--- config.mk ---
export PLATFORM = sky130hd
export DESIGN_NAME = nine_bit_uart
export DESIGN_NICKNAME = d
export VERILOG_FILES = /design/src/rtl/uart9_pkg.sv /design/src/rtl/uart9_tx.sv /design/src/rtl/uart9_rx.sv /design/src/rtl/nine_bit_uart.sv
export SDC_FILE = /design/constraint.sdc
export NUM_CORES = 1
export LEC_CHECK = 0
export BUFFER_PORTS_ARGS = -buffer_cell sky130_fd_sc_hd__buf_2
export CAP_MARGIN = 0
export CORE_UTILIZATION = 55
export DETAILED_ROUTE_END_ITERATION = 10
export PLACE_DENSITY = 0.73
export SLEW_MARGIN = 30
export SYNTH_ARGS = -nofsm -noshare
export SYNTH_HDL_FRONTEND = slang
export SYNTH_SLANG_ARGS = --single-unit
--- constraint.sdc ---
create_clock -name clk -period 3.9 [get_ports clk]
set_input_delay 0.39 -clock clk [delete_from_list [all_inputs] [get_ports clk]]
set_output_delay 0.39 -clock clk [all_outputs]
set_load 0.02 [all_outputs]
--- src/rtl/uart9_pkg.sv ---
package uart9_pkg;
  localparam logic [1:0] MODE_NINE = 2'b10;

  typedef enum logic [1:0] {RX_IDLE, RX_START, RX_DATA, RX_STOP} rx_state_t;

  // ninth bit that gives even (odd_sel=0) or odd (odd_sel=1) total weight
  function automatic logic ninth_parity(input logic [7:0] d, input logic odd_sel);
    return (^d) ^ odd_sel;
  endfunction
endpackage

--- src/rtl/uart9_tx.sv ---
module uart9_tx #(
  parameter int DATA_W = 8,
  parameter int OSR    = 16
) (
  input  logic              clk,
  input  logic              rst_n,
  input  logic              tick,
  input  logic              nine,
  input  logic              ninth_bit,
  input  logic              in_valid,
  input  logic [DATA_W-1:0] in_data,
  output logic              in_ready,
  output logic              txd
);
  localparam int FRAME_W = DATA_W + 3;
  localparam int BL_W    = $clog2(FRAME_W + 1);
  localparam int SUB_W   = $clog2(OSR);

  logic [FRAME_W-1:0] shreg;
  logic [BL_W-1:0]    bits_left;
  logic [SUB_W-1:0]   sub;
  logic               busy;

  assign busy     = (bits_left != '0);
  assign in_ready = !busy;
  assign txd      = shreg[0];

  always_ff @(posedge clk or negedge rst_n) begin
    if (!rst_n) begin
      shreg     <= '1;
      bits_left <= '0;
      sub       <= '0;
    end else if (!busy) begin
      if (in_valid) begin
        shreg     <= nine ? {1'b1, ninth_bit, in_data, 1'b0}
                          : {2'b11, in_data, 1'b0};
        bits_left <= nine ? BL_W'(DATA_W + 3) : BL_W'(DATA_W + 2);
        sub       <= '0;
      end
    end else if (tick) begin
      if (sub == SUB_W'(OSR - 1)) begin
        sub       <= '0;
        shreg     <= {1'b1, shreg[FRAME_W-1:1]};
        bits_left <= bits_left - 1'b1;
      end else begin
        sub <= sub + 1'b1;
      end
    end
  end

  AST_TX_IDLE_HIGH: assert property (@(posedge clk) disable iff (!rst_n)
    !busy |-> txd);
  AST_TX_BIT_HOLD: assert property (@(posedge clk) disable iff (!rst_n)
    busy && !tick |=> $stable(txd));
endmodule

--- src/rtl/uart9_rx.sv ---
module uart9_rx
  import uart9_pkg::*;
#(
  parameter int DATA_W = 8,
  parameter int OSR    = 16
) (
  input  logic              clk,
  input  logic              rst_n,
  input  logic              tick,
  input  logic              rxd,
  input  logic              nine,
  input  logic              par_en,
  input  logic              par_odd,
  output logic [DATA_W-1:0] out_data,
  output logic              out_valid,
  input  logic              out_ready,
  output logic              perr,
  output logic              ninth_we,
  output logic              ninth_bit
);
  localparam int SUB_W = $clog2(OSR);
  localparam int IDX_W = $clog2(DATA_W + 1);
  localparam logic [SUB_W-1:0] MID  = SUB_W'(OSR / 2 - 1);
  localparam logic [SUB_W-1:0] LAST = SUB_W'(OSR - 1);

  rx_state_t         state;
  logic              rx_meta, rx_s;
  logic [SUB_W-1:0]  sub;
  logic [IDX_W-1:0]  idx;
  logic [DATA_W-1:0] shreg;
  logic              nine_q, pen_q;

  always_ff @(posedge clk or negedge rst_n) begin
    if (!rst_n) begin
      rx_meta <= 1'b1;
      rx_s    <= 1'b1;
    end else begin
      rx_meta <= rxd;
      rx_s    <= rx_meta;
    end
  end

  always_ff @(posedge clk or negedge rst_n) begin
    if (!rst_n) begin
      state     <= RX_IDLE;
      sub       <= '0;
      idx       <= '0;
      shreg     <= '0;
      nine_q    <= 1'b0;
      pen_q     <= 1'b0;
      out_data  <= '1;
      out_valid <= 1'b0;
      perr      <= 1'b0;
      ninth_we  <= 1'b0;
      ninth_bit <= 1'b0;
    end else begin
      ninth_we <= 1'b0;
      if (out_valid && out_ready) out_valid <= 1'b0;
      if (tick) begin
        unique case (state)
          RX_IDLE: if (!rx_s) begin
            state  <= RX_START;
            sub    <= '0;
            nine_q <= nine;
            pen_q  <= nine && par_en;
          end
          RX_START: if (sub == MID) begin
            sub   <= '0;
            idx   <= '0;
            state <= rx_s ? RX_IDLE : RX_DATA;
          end else sub <= sub + 1'b1;
          RX_DATA: if (sub == LAST) begin
            sub <= '0;
            idx <= idx + 1'b1;
            if (idx < IDX_W'(DATA_W)) begin
              shreg <= {rx_s, shreg[DATA_W-1:1]};
              if (idx == IDX_W'(DATA_W - 1) && !nine_q) state <= RX_STOP;
            end else begin
              state <= RX_STOP;
              if (pen_q) perr <= (^shreg) ^ rx_s ^ par_odd;
              else begin
                perr      <= 1'b0;
                ninth_we  <= 1'b1;
                ninth_bit <= rx_s;
              end
            end
          end else sub <= sub + 1'b1;
          RX_STOP: if (sub == LAST) begin
            sub       <= '0;
            state     <= RX_IDLE;
            out_data  <= shreg;
            out_valid <= 1'b1;
            if (!nine_q) perr <= 1'b0;
          end else sub <= sub + 1'b1;
          default: state <= RX_IDLE;
        endcase
      end
    end
  end

  AST_VALID_AFTER_STOP: assert property (@(posedge clk) disable iff (!rst_n)
    $rose(out_valid) |-> $past(state) == RX_STOP);
  AST_SHORT_NO_PERR: assert property (@(posedge clk) disable iff (!rst_n)
    $rose(out_valid) && !nine_q |-> !perr);
  AST_PERR_ON_TICK: assert property (@(posedge clk) disable iff (!rst_n)
    !tick |=> $stable(perr));
  AST_NINTH_PLAIN_ONLY: assert property (@(posedge clk) disable iff (!rst_n)
    ninth_we |-> nine_q && !pen_q);
endmodule

--- src/rtl/nine_bit_uart.sv ---
module nine_bit_uart
  import uart9_pkg::*;
#(
  parameter int DATA_W = 8,
  parameter int OSR    = 16
) (
  input  logic              clk,
  input  logic              rst_n,
  input  logic              baud_tick,
  input  logic [1:0]        frame_mode,
  input  logic              par_en,
  input  logic              tx_sel,
  input  logic              rx_sel_we,
  input  logic              rx_sel_wdata,
  output logic              rx_sel,
  input  logic              tx_valid,
  input  logic [DATA_W-1:0] tx_data,
  output logic              tx_ready,
  output logic              tx_busy,
  output logic              rx_valid,
  output logic [DATA_W-1:0] rx_data,
  input  logic              rx_ready,
  output logic              rx_perr,
  output logic              txd,
  input  logic              rxd
);
  logic nine_mode, tx_ninth, rx_ninth_we, rx_ninth;

  assign nine_mode = (frame_mode == MODE_NINE);
  assign tx_ninth  = (nine_mode && par_en) ? ninth_parity(tx_data, tx_sel) : tx_sel;
  assign tx_busy   = !tx_ready;

  uart9_tx #(.DATA_W(DATA_W), .OSR(OSR)) u_tx (
    .clk(clk), .rst_n(rst_n), .tick(baud_tick), .nine(nine_mode),
    .ninth_bit(tx_ninth), .in_valid(tx_valid), .in_data(tx_data),
    .in_ready(tx_ready), .txd(txd)
  );

  uart9_rx #(.DATA_W(DATA_W), .OSR(OSR)) u_rx (
    .clk(clk), .rst_n(rst_n), .tick(baud_tick), .rxd(rxd), .nine(nine_mode),
    .par_en(par_en), .par_odd(rx_sel), .out_data(rx_data), .out_valid(rx_valid),
    .out_ready(rx_ready), .perr(rx_perr), .ninth_we(rx_ninth_we),
    .ninth_bit(rx_ninth)
  );

  always_ff @(posedge clk or negedge rst_n) begin
    if (!rst_n)           rx_sel <= 1'b0;
    else if (rx_sel_we)   rx_sel <= rx_sel_wdata;
    else if (rx_ninth_we) rx_sel <= rx_ninth;
  end

  AST_SEL_KEPT_WITH_PARITY: assert property (@(posedge clk) disable iff (!rst_n)
    par_en && !rx_sel_we && $past(par_en) |=> $stable(rx_sel));
endmodule

# Yosys cells after proc, flatten, opt, wreduce, memory -nomap -nowiden
# Index checks and enable logic that the tools add are counted.
# op_classes
n_addsub	4
n_lt_le_gt_ge	1
multipliers	0
mux	47
n_eq_ne	17
n_shift	0
bitwise	6
div_mod_pow	0
n_reduce_logical	24
# ops
operator	n
two-way mux 4 bit	13
two-way mux 11 bit	4
two-way mux 1 bit	18
parity 8 bit	2
two-way mux 2 bit	7
adder 4 x 1 -> 4 bit (second input constant)	3
one-hot mux 4 bit (3 select lines)	1
AND reduction 6 bit	2
two-way mux 10 bit	1
!= test 2 bit (second input constant)	5
AND reduction 3 bit	3
equality test 4 x 3 -> 1 bit (second input constant)	2
equality test 4 bit (second input constant)	2
one-hot mux 2 bit (4 select lines)	1
one-hot mux 4 bit (2 select lines)	1
AND reduction 4 bit	2
nonzero test 2 bit	4
equality test 2 bit (second input constant)	3
!= test 2 x 1 -> 1 bit (second input constant)	3
AND reduction 5 bit	1
less-than comparator 4 bit (second input constant)	1
AND reduction 2 bit	2
nonzero test 4 bit	1
subtractor 4 x 1 -> 4 bit (second input constant)	1
other kinds (9)	16
# word_totals
reg_bits	54
wordCells	116
inputBits	20
rom_bits	0
mem_bits_rw	0
out_inout_bits	14
latch_bits	0
n_memories	0

# Longest topological paths before layout
# Gate-level depths: netlist (run 1).
# logic_depth
ltp_word	7
depth_mapped	9
mapped_depth_nobuf	8

# Cells and area by module
# Synthesis (run 1) repeated with hierarchy kept, for this count alone.
# unflattened
hier_cells	244
hier_area_um2	2737.6
# by_module_without_submodules
module	n_inst	cells_per_inst	seq_area_each_um2	area_each_um2
uart9_rx	1	134	863.3	1645.3
uart9_tx	1	95	462.9	962.2
nine_bit_uart	1	15	25.0	130.1

# Worst setup path after synthesis (run 1)
# No wires, ideal clock.
# synth_timing
kind	register to register
start	register u_tx.bits_left[0]
end	register u_tx.shreg[9]
t_arrival_ns	1.807
path_buffers	1
path_stages_with_launch	9
slack_ns	2.018
synth_period_minus_slack_ns	1.882
cell_sequence	dfrtp_1 inv_1 ha_1 or3b_1 buf_6 mux2i_4 nor3_1 mux2_2 nor3_2
# synth_between
elab_chain_len	3
elab_cells_between_ends	6
classes_between	2 x eq/ne; 1 x mux; 3 x reduce/logical
# synth_lines
element	line_no	rtl
start: declaration	uart9_tx.sv:20	logic [BL_W-1:0] bits_left;
start signal: assignment	uart9_tx.sv:37	bits_left <= nine ? BL_W'(DATA_W + 3) : BL_W'(DATA_W + 2);
start signal: assignment	uart9_tx.sv:44	bits_left <= bits_left - 1'b1;
nonzero test 4 bit (*)	uart9_tx.sv:24	assign busy = (bits_left != '0);
net tx_busy	nine_bit_uart.sv:19	output logic tx_busy,
!= test 2 bit (no line) / nonzero test 2 bit (equally long branches)	-	
AND reduction 3 bit (no line)	-	
end signal: assignment	uart9_tx.sv:35	shreg <= nine ? {1'b1, ninth_bit, in_data, 1'b0}
end signal: assignment	uart9_tx.sv:43	shreg <= {1'b1, shreg[FRAME_W-1:1]};
end: declaration	uart9_tx.sv:19	logic [FRAME_W-1:0] shreg;
# Mark *: on every way through the listed nets, which the timed path passes. The rest lies on a longest branch.
# A chain may end at the register's enable or synchronous reset.

# Worst setup path after layout (run 1)
# layout_timing
start	register u_tx.bits_left[0]
end	output port tx_ready
# layout_between
elab_chain_len	2
# layout_lines
element	line_no	rtl
nonzero test 4 bit	uart9_tx.sv:24	
logical NOT 1 bit	uart9_tx.sv:25	assign in_ready = !busy;
end: declaration	nine_bit_uart.sv:18	output logic tx_ready,
# Every way passes these cells.

==> flow_summary.json, run 1 <==
{
  "die_w_um": 72.12,
  "timing.hold.ws_ns": 0.1681,
  "ys_seq_elements": 53,
  "power_leakage_nw": 1.381,
  "critPathTopFamily": "buffers and inverters",
  "synth-xor-area-share_pct": 5.183,
  "worstSetupPathDepth": 5,
  "finalSetupViolCount": 0,
  "die_h_um": 72.12,
  "gr-total-overflow": 0,
  "antenna_cells": 0,
  "post_dp_cell_area_um2": 2922,
  "criticalPathCategory": "reg -> out",
  "rsz0062_at_grt": "false",
  "h-tree-depth": 2,
  "clk_pin_slew_ns": 0.10,
  "cts_setup_buffers": 0,
  "fmax_mhz": 383.8,
  "cp_cell_sequence": "inv_1 -> ha_1 -> or3b_1 -> inv_1 -> buf_2",
  "ys_async_sr_fraction_pct": 100.0,
  "final_util_pct": 64.24,
  "cts_tree": "built",
  "setup_slack_ns": 1.294,
  "ys_types": 40,
  "grt_max_degree": 54,
  "power_mw": 1.641,
  "routed_wl_mm": 4.556,
  "viasPerCell": 5.289,
  "hold_buffers": 0,
  "pin_count": 34,
  "yosysTopAreaCell": "dfrtp_1",
  "vias": 1883,
  "pwr_density_cell_nw_per_um2": 540.8,
  "yosysSeqAreaShare_pct": 49.98,
  "drtIter0Drc": 92,
  "hold_class": "in -> async",
  "vdd_drop_max_mv": 0.4011,
  "yosys.area_share.simple_pct": 14.76,
  "synth_warnings": 0,
  "yosysTopAreaCellShare_pct": 30.54,
  "drv_cap": 0,
  "cts-buffers-inserted": 5,
  "ant_nets": 0,
  "syn_inst": 254,
  "start_util_pct": 57.25,
  "drv_slew": 0,
  "fin_tns_setup_ns": 0,
  "gp_congestion": 0.7574,
  "routedWlPerCell_um": 12.80,
  "grt_pass1_wl_mm": 7.714,
  "finalHoldViolCount": 0,
  "cp_common_cell": "inv_1",
  "status": "finished, final reports clean",
  "drc": 0,
  "synth_fp_nets": 283,
  "synthMuxAreaShare_pct": 12.49,
  "clock_sinks": 53,
  "hpwl_mm": 3.273,
  "cts.path.max_buffers": 2,
  "io_buffers": 33,
  "final_nets": 317,
  "fin_area_um2": 3034,
  "coreArea_um2": 4723,
  "startpoint_type": "flop",
  "avgSynthCellArea_um2": 10.65,
  "critPathCaptureType": "output port",
  "critical_path_required_ns": 3.51,
  "fin_crit_ns": 2.606,
  "reg2reg_depth": 7,
  "syn2layout_area_growth_pct": 12.22,
  "placementRows": 25,
  "maxSlewHeadroom_pct": 56.95,
  "cpMaxStageDelayCell": "or3b_1",
  "synth-compound-area-share_pct": 10.74,
  "place_inst": 348,
  "grt_pass1_vias": 1767,
  "synthFlopType": "dfrtp_1",
  "worst-endpoint-arrival_ns": 2.22,
  "antenna_found_initial": 0,
  "drive_gt1_share_pct": 29.76,
  "cts.repair.resized": 0,
  "final.setup_skew_ns": 0.01105,
  "syn_area_um2": 2704,
  "synth-edff-count": 0,
  "instances_no_fill": 356,
  "dr.pass1.iters": 4,
  "crit_path_max_incr_delay_ns": 0.51,
  "cts_root_buffer": "clkbuf_8",
  "synth_fa_ha_area_share_pct": 4.165,
  "period_share_pct": 66.81,
  "groute.usage.overall_pct": 19.53,
  "synthTopCellsByArea": "dfrtp_1, dfstp_2, mux2_2, nand2_1, o21ai_0",
  "place_ws_ns": 1.522,
  "die_area_um2": 5201,
  "synth_top_family_by_area": "simple AND/OR/NAND/NOR gates",
  "insertion_delay_ns": 0.31,
  "crit_fanout": 14,
  "critPathBufInv": 3,
  "max_slew.worst_pin.slew_ns": 0.6323
}
[sequential cells by signal (all words and copies together), names as in the netlist, 4 cells and up, named ones only]
register / flops
u_tx.sub: 4
u_rx.out_data: 8
u_tx.shreg: 10
u_rx.idx: 4
u_rx.shreg: 8
u_rx.sub: 4
u_tx.bits_left: 4
[final timing paths]
kind | startpoint | slack (ns) | end
max | u_tx.bits_left[0] | 1.29 | tx_ready
min | rst_n | 0.17 | u_rx.sub[3]
max reg2reg | u_tx.bits_left[0] | 1.55 | u_tx.shreg[9]
min reg2reg | u_rx.rx_meta | 0.36 | u_rx.rx_s
max in group asynchronous | rst_n | 3.27 | u_tx.sub[1]
min in group clk | rxd | 0.18 | u_rx.rx_meta
[kinds of logic (layout without fill, tap and decap cells)]
family	Yosys count	after routing
buf+inv	16	51
flops	53	53
xor+xnor	16	16
fa+ha+maj	9	9
simple gates	83	83
compound gates	47	47
mux	30	30
[routing by layer]
layer  up-vias  track usage (%)  share of wire (%)
met3         5            4.167                2.7
met5         -                0                  0
met1       893            25.48                 49
li1        955                -                  -
met4         0            9.150                1.6
met2        30            31.26                 47
[Yosys cell counts, types with 3 or more instances]
cell type,number
xnor2_1,13
nor2b_1,5
o21ai_0,24
clkbuf_1,4
nand2b_1,4
ha_1,9
dfstp_2,20
xor2_1,3
dfrtp_1,33
nor3_1,8
inv_1,9
a21o_1,4
mux2i_1,9
nor2_1,10
a21oi_1,6
mux2_2,20
nand3_1,9
nand2_1,34
or3_1,4
[cell type report]
class                      count  area, um^2
tap                           67       83.83
fill                         390        1689
sequential                    53        1351
clock inverter                 3       43.79
inverter                       9       33.78
clock buffer                   5       68.82
timing repair buffer          34       172.7
multi-input combinational    185        1280
[placed cells by master (no fill, tap or decap), types with 5 or more instances in the layout]
master / synthesis / layout
mux2i_1: 9 / 9
nor2_1: 10 / 10
mux2_2: 20 / 20
nand2_1: 34 / 34
a21oi_1: 6 / 6
nand3_1: 9 / 9
ha_1: 9 / 9
buf_2: 1 / 33
nor2b_1: 5 / 5
clkbuf_8: 0 / 5
inv_1: 9 / 9
nor3_1: 8 / 8
dfrtp_1: 33 / 33
xnor2_1: 13 / 13
dfstp_2: 20 / 20
o21ai_0: 24 / 24
[power breakdown]
part	leakage (nW)	switching (mW)	internal [mW]
Combinational	0.675	0.278	0.209
Clock	0.0585	0.182	0.192
Sequential	0.648	0.0908	0.689
Total	1.38	0.551	1.09
Note: power is estimated with default switching activity, not from simulation.
==> run 2, diff against run 1 <==
--- a/config.mk
+++ b/config.mk
@@ -5,11 +5,12 @@
 export SDC_FILE = /design/constraint.sdc
 export NUM_CORES = 1
 export LEC_CHECK = 0
+export ABC_AREA = 1
 export BUFFER_PORTS_ARGS = -buffer_cell sky130_fd_sc_hd__buf_2
 export CAP_MARGIN = 0
-export CORE_UTILIZATION = 55
+export CORE_UTILIZATION = 52
 export DETAILED_ROUTE_END_ITERATION = 10
-export PLACE_DENSITY = 0.73
+export PLACE_DENSITY = 0.72
 export SLEW_MARGIN = 30
 export SYNTH_ARGS = -nofsm -noshare
 export SYNTH_HDL_FRONTEND = slang
==> constraint.sdc (replaced) <==
create_clock -name clk -period 2.3 [get_ports clk]
set_input_delay 0.23 -clock clk [delete_from_list [all_inputs] [get_ports clk]]
set_output_delay 0.23 -clock clk [all_outputs]
set_load 0.02 [all_outputs]
==> flow_summary.json, run 2 <==
{
  "cpMaxStageDelayCell": "dfrtp_1",
  "synthFlopType": "dfrtp_1",
  "drc": 0,
  "viasPerCell": 4.963,
  "hold_class": "in -> async",
  "finalHoldViolCount": 0,
  "criticalPathCategory": "reg -> reg",
  "finalSetupViolCount": 0,
  "cts.path.max_buffers": 2,
  "cts-buffers-inserted": 5,
  "regArea_um2": 1351,
  "p_seq_share_pct": 48.2,
  "yosysTopAreaCellShare_pct": 29.15,
  "synthMostInstantiatedCell": "nand2_1",
  "crit_path_max_incr_delay_ns": 0.38,
  "drv_slew": 0,
  "fin_tns_setup_ns": 0,
  "groute.usage.overall_pct": 19.51,
  "synth_fp_nets": 374,
  "final.setup_skew_ns": 0.01039,
  "status": "finished, final reports clean",
  "h-tree-depth": 2,
  "drv_cap": 0,
  "grt_pass1_wl_mm": 8.590,
  "regMostFlops": "u_tx.shreg",
  "pwr-share-clk_pct": 17.8,
  "worst-endpoint-arrival_ns": 2.18,
  "max_slew.worst_pin.slew_ns": 0.6433,
  "insertion_delay_ns": 0.30,
  "avgSynthCellArea_um2": 8.211,
  "dr.pass1.iters": 4,
  "fmax_mhz": 516.5,
  "vias": 2253,
  "drive_gt1_share_pct": 22.66,
  "placementRows": 26,
  "io_buffers": 33,
  "cts_tree": "built",
  "drtIter0Drc": 137,
  "die_w_um": 75.81,
  "critPathTopFamily": "simple AND/OR/NAND/NOR gates",
  "syn2layout_area_growth_pct": 11.48,
  "coreArea_um2": 5172,
  "reg2reg_depth": 12,
  "largestRegisters": "u_tx.shreg: 10 flops, u_rx.out_data: 8 flops, u_rx.shreg: 8 flops",
  "p_int_mw": 1.842,
  "cts_setup_buffers": 0,
  "die_area_um2": 5746,
  "pin_count": 34,
  "synth_warnings": 0,
  "antenna_found_initial": 0,
  "critical_path_required_ns": 2.54,
  "antenna_cells": 0,
  "vdd_drop_max_mv": 0.4264,
  "yosysTopAreaCell": "dfrtp_1",
  "crit_fanout": 18,
  "p_sw_mw": 1.088,
  "start_util_pct": 54.77,
  "critPathBufInv": 4,
  "yosysSeqAreaShare_pct": 47.70,
  "critPathCaptureType": "flop",
  "fin_crit_ns": 1.936,
  "ys_seq_elements": 53,
  "synth_common_cells": "nand2_1, inv_1, dfrtp_1",
  "pwr_density_cell_nw_per_um2": 927.7,
  "synth-edff-count": 0,
  "rsz0062_at_grt": "false",
  "grt_max_degree": 54,
  "power_leakage_nw": 1.615,
  "cts.repair.resized": 0,
  "syn_area_um2": 2833,
  "largest_reg_flops": 10,
  "nFillCells": 449,
  "switching_share_pct": 37.13,
  "cts_root_buffer": "clkbuf_8",
  "routed_wl_mm": 4.984,
  "clock_sinks": 53,
  "ant_nets": 0,
  "syn_inst": 345,
  "multi_input_area_um2": 1264,
  "mostFrequentLayoutCell": "nand2_1",
  "combPwrFrac_pct": 34.0,
  "reg2reg_to": "u_tx.shreg[9]",
  "hold_buffers": 0,
  "cp_cell_sequence": "inv_1 -> ha_1 -> nand2_2 -> nor2_4 -> inv_4 -> nand2_4 -> nand2_2 -> nand2_4 -> inv_4 -> or2_1 -> nand2_1 -> inv_1",
  "synthTopCellsByArea": "dfrtp_1, dfstp_2, nand2_1, inv_1, ha_1",
  "grt_pass1_vias": 2008,
  "clk_pin_slew_ns": 0.10,
  "period_share_pct": 84.18,
  "mostFrequentLayoutCells": "nand2_1, inv_1, dfrtp_1, buf_2, nor2_1",
  "crit_start": "u_tx.bits_left[0]",
  "die_h_um": 75.81,
  "hpwl_mm": 3.729,
  "ys_async_sr_fraction_pct": 100.0,
  "gr-total-overflow": 0,
  "startpoint_type": "flop",
  "reg2reg_from": "u_tx.bits_left[0]",
  "maxSlewHeadroom_pct": 57.12,
  "reg2reg_slack_ns": 0.36,
  "final_nets": 412,
  "post_dp_cell_area_um2": 3068,
  "routedWlPerCell_um": 10.98,
  "ys_types": 38,
  "gp_congestion": 0.8264,
  "fin_area_um2": 3158
}
[run 2: cell count changes after synthesis, sizes merged, moves of 6 or more]
cell / delta
inv: +38
mux2: -20
mux2i: -10
nand2: +75
nand3: +6
nor2: +21
o21ai: +7
[run 2: routing by layer]
metal | track usage, % | vias to the layer above | wire (um)
met5 | 0 | - | 0
met4 | 4.733 | 0 | 31
met3 | 4.101 | 5 | 191
met2 | 30.48 | 49 | 2325
met1 | 27.82 | 1027 | 2436
li1 | - | 1172 | -
[run 2: how the worst max path moves through the flow]
stage / cells past startpoint / slack (ns) / to
6_report: 12 / 0.36 / u_tx.shreg[9]
3_3_place_gp: 12 / 0.47 / u_tx.shreg[9]
4_1_cts: 12 / 0.35 / u_tx.shreg[9]
2_1_floorplan: 6 / 0.63 / u_rx.shreg[3]
5_1_grt: 12 / 0.21 / u_tx.shreg[9]
3_5_place_dp: 12 / 0.39 / u_tx.shreg[9]
[run 2: logic make-up after synthesis]
logic type | share of synthesized area [%]
AO/OA/AOI/OAI | 11.13
flip-flops | 47.70
buffers and inverters | 7.685
AND/OR/NAND/NOR | 25.49
XOR/XNOR | 4.019
adder cells (fa/ha/maj) | 3.975
[run 2: cell type report]
class / instances / area share (%)
clock inverter: 3 / 0.6735
multi-input combinational: 240 / 40.02
tap: 70 / 2.773
timing repair buffer: 35 / 5.705
inverter: 48 / 5.864
sequential: 53 / 42.79
clock buffer: 5 / 2.179
[run 2: per-stage QoR]
| step | worst slack [ns] | std cells | total power, mW | utilization [%] | hold slack [ns] |
|---|---|---|---|---|---|
| after global routing | 0.2140 | 454 | 3.194 | 61.05 | 0.007240 |
| after detailed placement | 0.3856 | 446 | 2.425 | 59.31 | 0.3507 |
| after floorplan | 0.6272 | 345 | 2.181 | - | -0.06559 |
| after CTS | 0.3526 | 454 | 2.956 | 61.05 | 0.02053 |
| final | 0.3640 | 454 | 2.930 | 61.05 | 0.02252 |
| after global placement | 0.4659 | 446 | 2.397 | 59.31 | 0.3468 |
[run 2: worst register-to-register path, delay by kind of cell (launching register included)]
| kind | cells | cell delay (ns) |
|---|---|---|
| and+or+nand+nor | 7 | 0.93 |
| DFF | 1 | 0.38 |
| buffers and inverters | 4 | 0.36 |
| adders and majority gates | 1 | 0.20 |
[run 2: power by group through the flow]
stage / logic, mW / clock network, mW / registers, mW
CTS: 1.00 / 0.540 / 1.41
detailed placement: 1.00 / 0 / 1.42
finish: 0.995 / 0.522 / 1.41
global placement: 0.975 / 0 / 1.42
global route: 1.16 / 0.576 / 1.45
floorplan: 0.775 / 0 / 1.41
==> run 3, diff against run 2 <==
==> constraint.sdc (replaced) <==
create_clock -name clk -period 1.7 [get_ports clk]
set_input_delay 0.17 -clock clk [delete_from_list [all_inputs] [get_ports clk]]
set_output_delay 0.17 -clock clk [all_outputs]
set_load 0.02 [all_outputs]
==> flow_summary.json, run 3 (same netlist as run 2, synthesis figures left out) <==
{
  "die_area_um2": 5746,
  "crit_fanout": 18,
  "critical_path_required_ns": 1.95,
  "pin_count": 34,
  "p_int_mw": 2.709,
  "die_h_um": 75.81,
  "largest_reg_flops": 10,
  "final_nets": 430,
  "p_sw_mw": 1.626,
  "finalSetupViolCount": 0,
  "routed_wl_mm": 5.323,
  "switching_share_pct": 37.51,
  "worstHoldEndpoint": "u_rx.out_valid",
  "fmax_mhz": 610.7,
  "routedWlPerCell_um": 11.28,
  "vdd_drop_max_mv": 0.5969,
  "fin_crit_ns": 1.637,
  "power_mw": 4.334,
  "cts.path.max_buffers": 2,
  "nFillCells": 456,
  "antenna_cells": 0,
  "startpoint_type": "flop",
  "cts_tree": "built",
  "place_ws_ns": -0.02001,
  "ant_nets": 0,
  "maxSlewHeadroom_pct": 77.14,
  "critPathCaptureType": "flop",
  "insertion_delay_ns": 0.31,
  "dr.pass1.iters": 4,
  "combPwrFrac_pct": 38.6,
  "hpwl_mm": 3.851,
  "reg2reg_to": "u_tx.shreg[9]",
  "pwr_density_cell_nw_per_um2": 1277,
  "status": "finished, final reports clean",
  "grt_pass1_wl_mm": 8.376,
  "syn2layout_area_growth_pct": 19.79,
  "reg2reg_slack_ns": 0.06,
  "drv_slew": 0,
  "placementRows": 26,
  "mostFrequentLayoutCell": "nand2_1",
  "setup_slack_ns": 0.06253,
  "hold_class": "in -> reg",
  "fin_area_um2": 3393,
  "grt_max_degree": 54,
  "cts_root_buffer": "clkbuf_8",
  "groute.usage.overall_pct": 19.36,
  "finalHoldViolCount": 0,
  "antenna_found_initial": 0,
  "coreArea_um2": 5172,
  "drv_cap": 0,
  "hold_depth": 2,
  "post_dp_cell_area_um2": 3146,
  "criticalPathCategory": "reg -> reg",
  "reg2reg_depth": 12,
  "period_share_pct": 96.32,
  "start_util_pct": 54.77,
  "regMostFlops": "u_tx.shreg",
  "grt_pass1_vias": 2050,
  "power_leakage_nw": 1.724,
  "gp_congestion": 0.8002,
  "reg2reg_from": "u_tx.bits_left[0]",
  "viasPerCell": 4.939,
  "gr-total-overflow": 0,
  "worst-endpoint-arrival_ns": 1.89,
  "drc": 0,
  "drtIter0Drc": 128,
  "h-tree-depth": 2,
  "cts-buffers-inserted": 5,
  "die_w_um": 75.81,
  "fin_tns_setup_ns": 0,
  "pwr-share-clk_pct": 17.0,
  "p_seq_share_pct": 44.4,
  "final.setup_skew_ns": 0.01091,
  "hold_start": "rx_ready",
  "max_slew.worst_pin.slew_ns": 0.3403,
  "io_buffers": 33,
  "clk_pin_slew_ns": 0.11,
  "mostFrequentLayoutCells": "nand2_1, inv_1, dfrtp_1, buf_2, nor2_1",
  "vias": 2331,
  "largestRegisters": "u_tx.shreg: 10 flops, u_rx.out_data: 8 flops, u_rx.shreg: 8 flops",
  "drive_gt1_share_pct": 28.36,
  "clock_sinks": 53
}
## run 3: cell count changes in the layout (fill, tap and decap cells not counted), moves of 3 or more
| cell | delta |
|---|---|
| buf_4 | +12 |
| inv_2 | +4 |
| buf_6 | +3 |
| ha_1 | -3 |
| inv_1 | -3 |
## run 3: how the worst max path moves through the flow
stage / startpoint / slack, ns / endpoint
after floorplan: u_rx.state[0] / 0.03 / u_rx.shreg[3]
after global routing: u_rx.state[0] / -0.02 / u_rx.sub[2]
after CTS: u_tx.bits_left[0] / 0.01 / tx_busy
final: u_tx.bits_left[0] / 0.06 / u_tx.shreg[9]
after detailed placement: u_tx.bits_left[0] / -0.02 / u_tx.shreg[9]
after global placement: u_tx.bits_left[0] / 0.08 / u_tx.shreg[9]
## run 3: cell type report
| type | count | area [um^2] | area share [%] |
|---|---|---|---|
| timing repair buffer | 53 | 359.1 | 10.58 |
| clock buffer | 5 | 68.82 | 2.028 |
| clock inverter | 3 | 25.02 | 0.7375 |
| tap | 70 | 87.58 | 2.581 |
| inverter | 48 | 190.2 | 5.605 |
| sequential | 53 | 1351 | 39.82 |
| multi-input combinational | 240 | 1311 | 38.64 |
## run 3: power groups by stage
stage / logic, mW / registers [mW] / clock network [mW]
4_1_cts: 1.54 / 1.91 / 0.755
2_1_floorplan: 1.05 / 1.90 / 0
3_5_place_dp: 1.44 / 1.93 / 0
3_3_place_gp: 1.40 / 1.92 / 0
5_1_grt: 1.89 / 1.97 / 0.804
6_report: 1.67 / 1.92 / 0.736
## run 3: repair_timing
action,4_1_cts,5_1_grt
gates cloned,0,0
hold buffers,2,0
setup buffers,2,7
endpoints found under the hold margin,34,0
pin swaps,1,7
resized for setup,7,14
setup endpoints to repair,3,20
## run 3: routing by layer
| metal | GRT usage (%) | share of wire (%) | vias to the layer above |
|---|---|---|---|
| met4 | 9.053 | 1.8 | 0 |
| met3 | 3.836 | 3.4 | 9 |
| met1 | 24.01 | 48 | 1064 |
| met5 | 0 | 0 | - |
| li1 | - | - | 1205 |
| met2 | 32.45 | 47 | 53 |
## run 3: critical path: stages, from the launching register on
cell and delay [ns]:
dfrtp_1 0.40, inv_2 0.08, ha_4 0.14, nand2_2 0.07, nor2_4 0.15, inv_4 0.06, nand2_4 0.08, nand2_2 0.08
nand2_4 0.14, inv_8 0.07, or2_1 0.21, nand2_1 0.07, inv_1 0.04
## run 3: stage by stage
stage,utilization (%),instances,hold WS (ns)
2_1_floorplan,-,345,-0.1256
3_3_place_gp,60.81,453,0.1846
3_5_place_dp,60.81,453,0.1832
4_1_cts,63.74,465,0.01697
5_1_grt,65.60,472,0.01533
6_report,65.60,472,0.02250
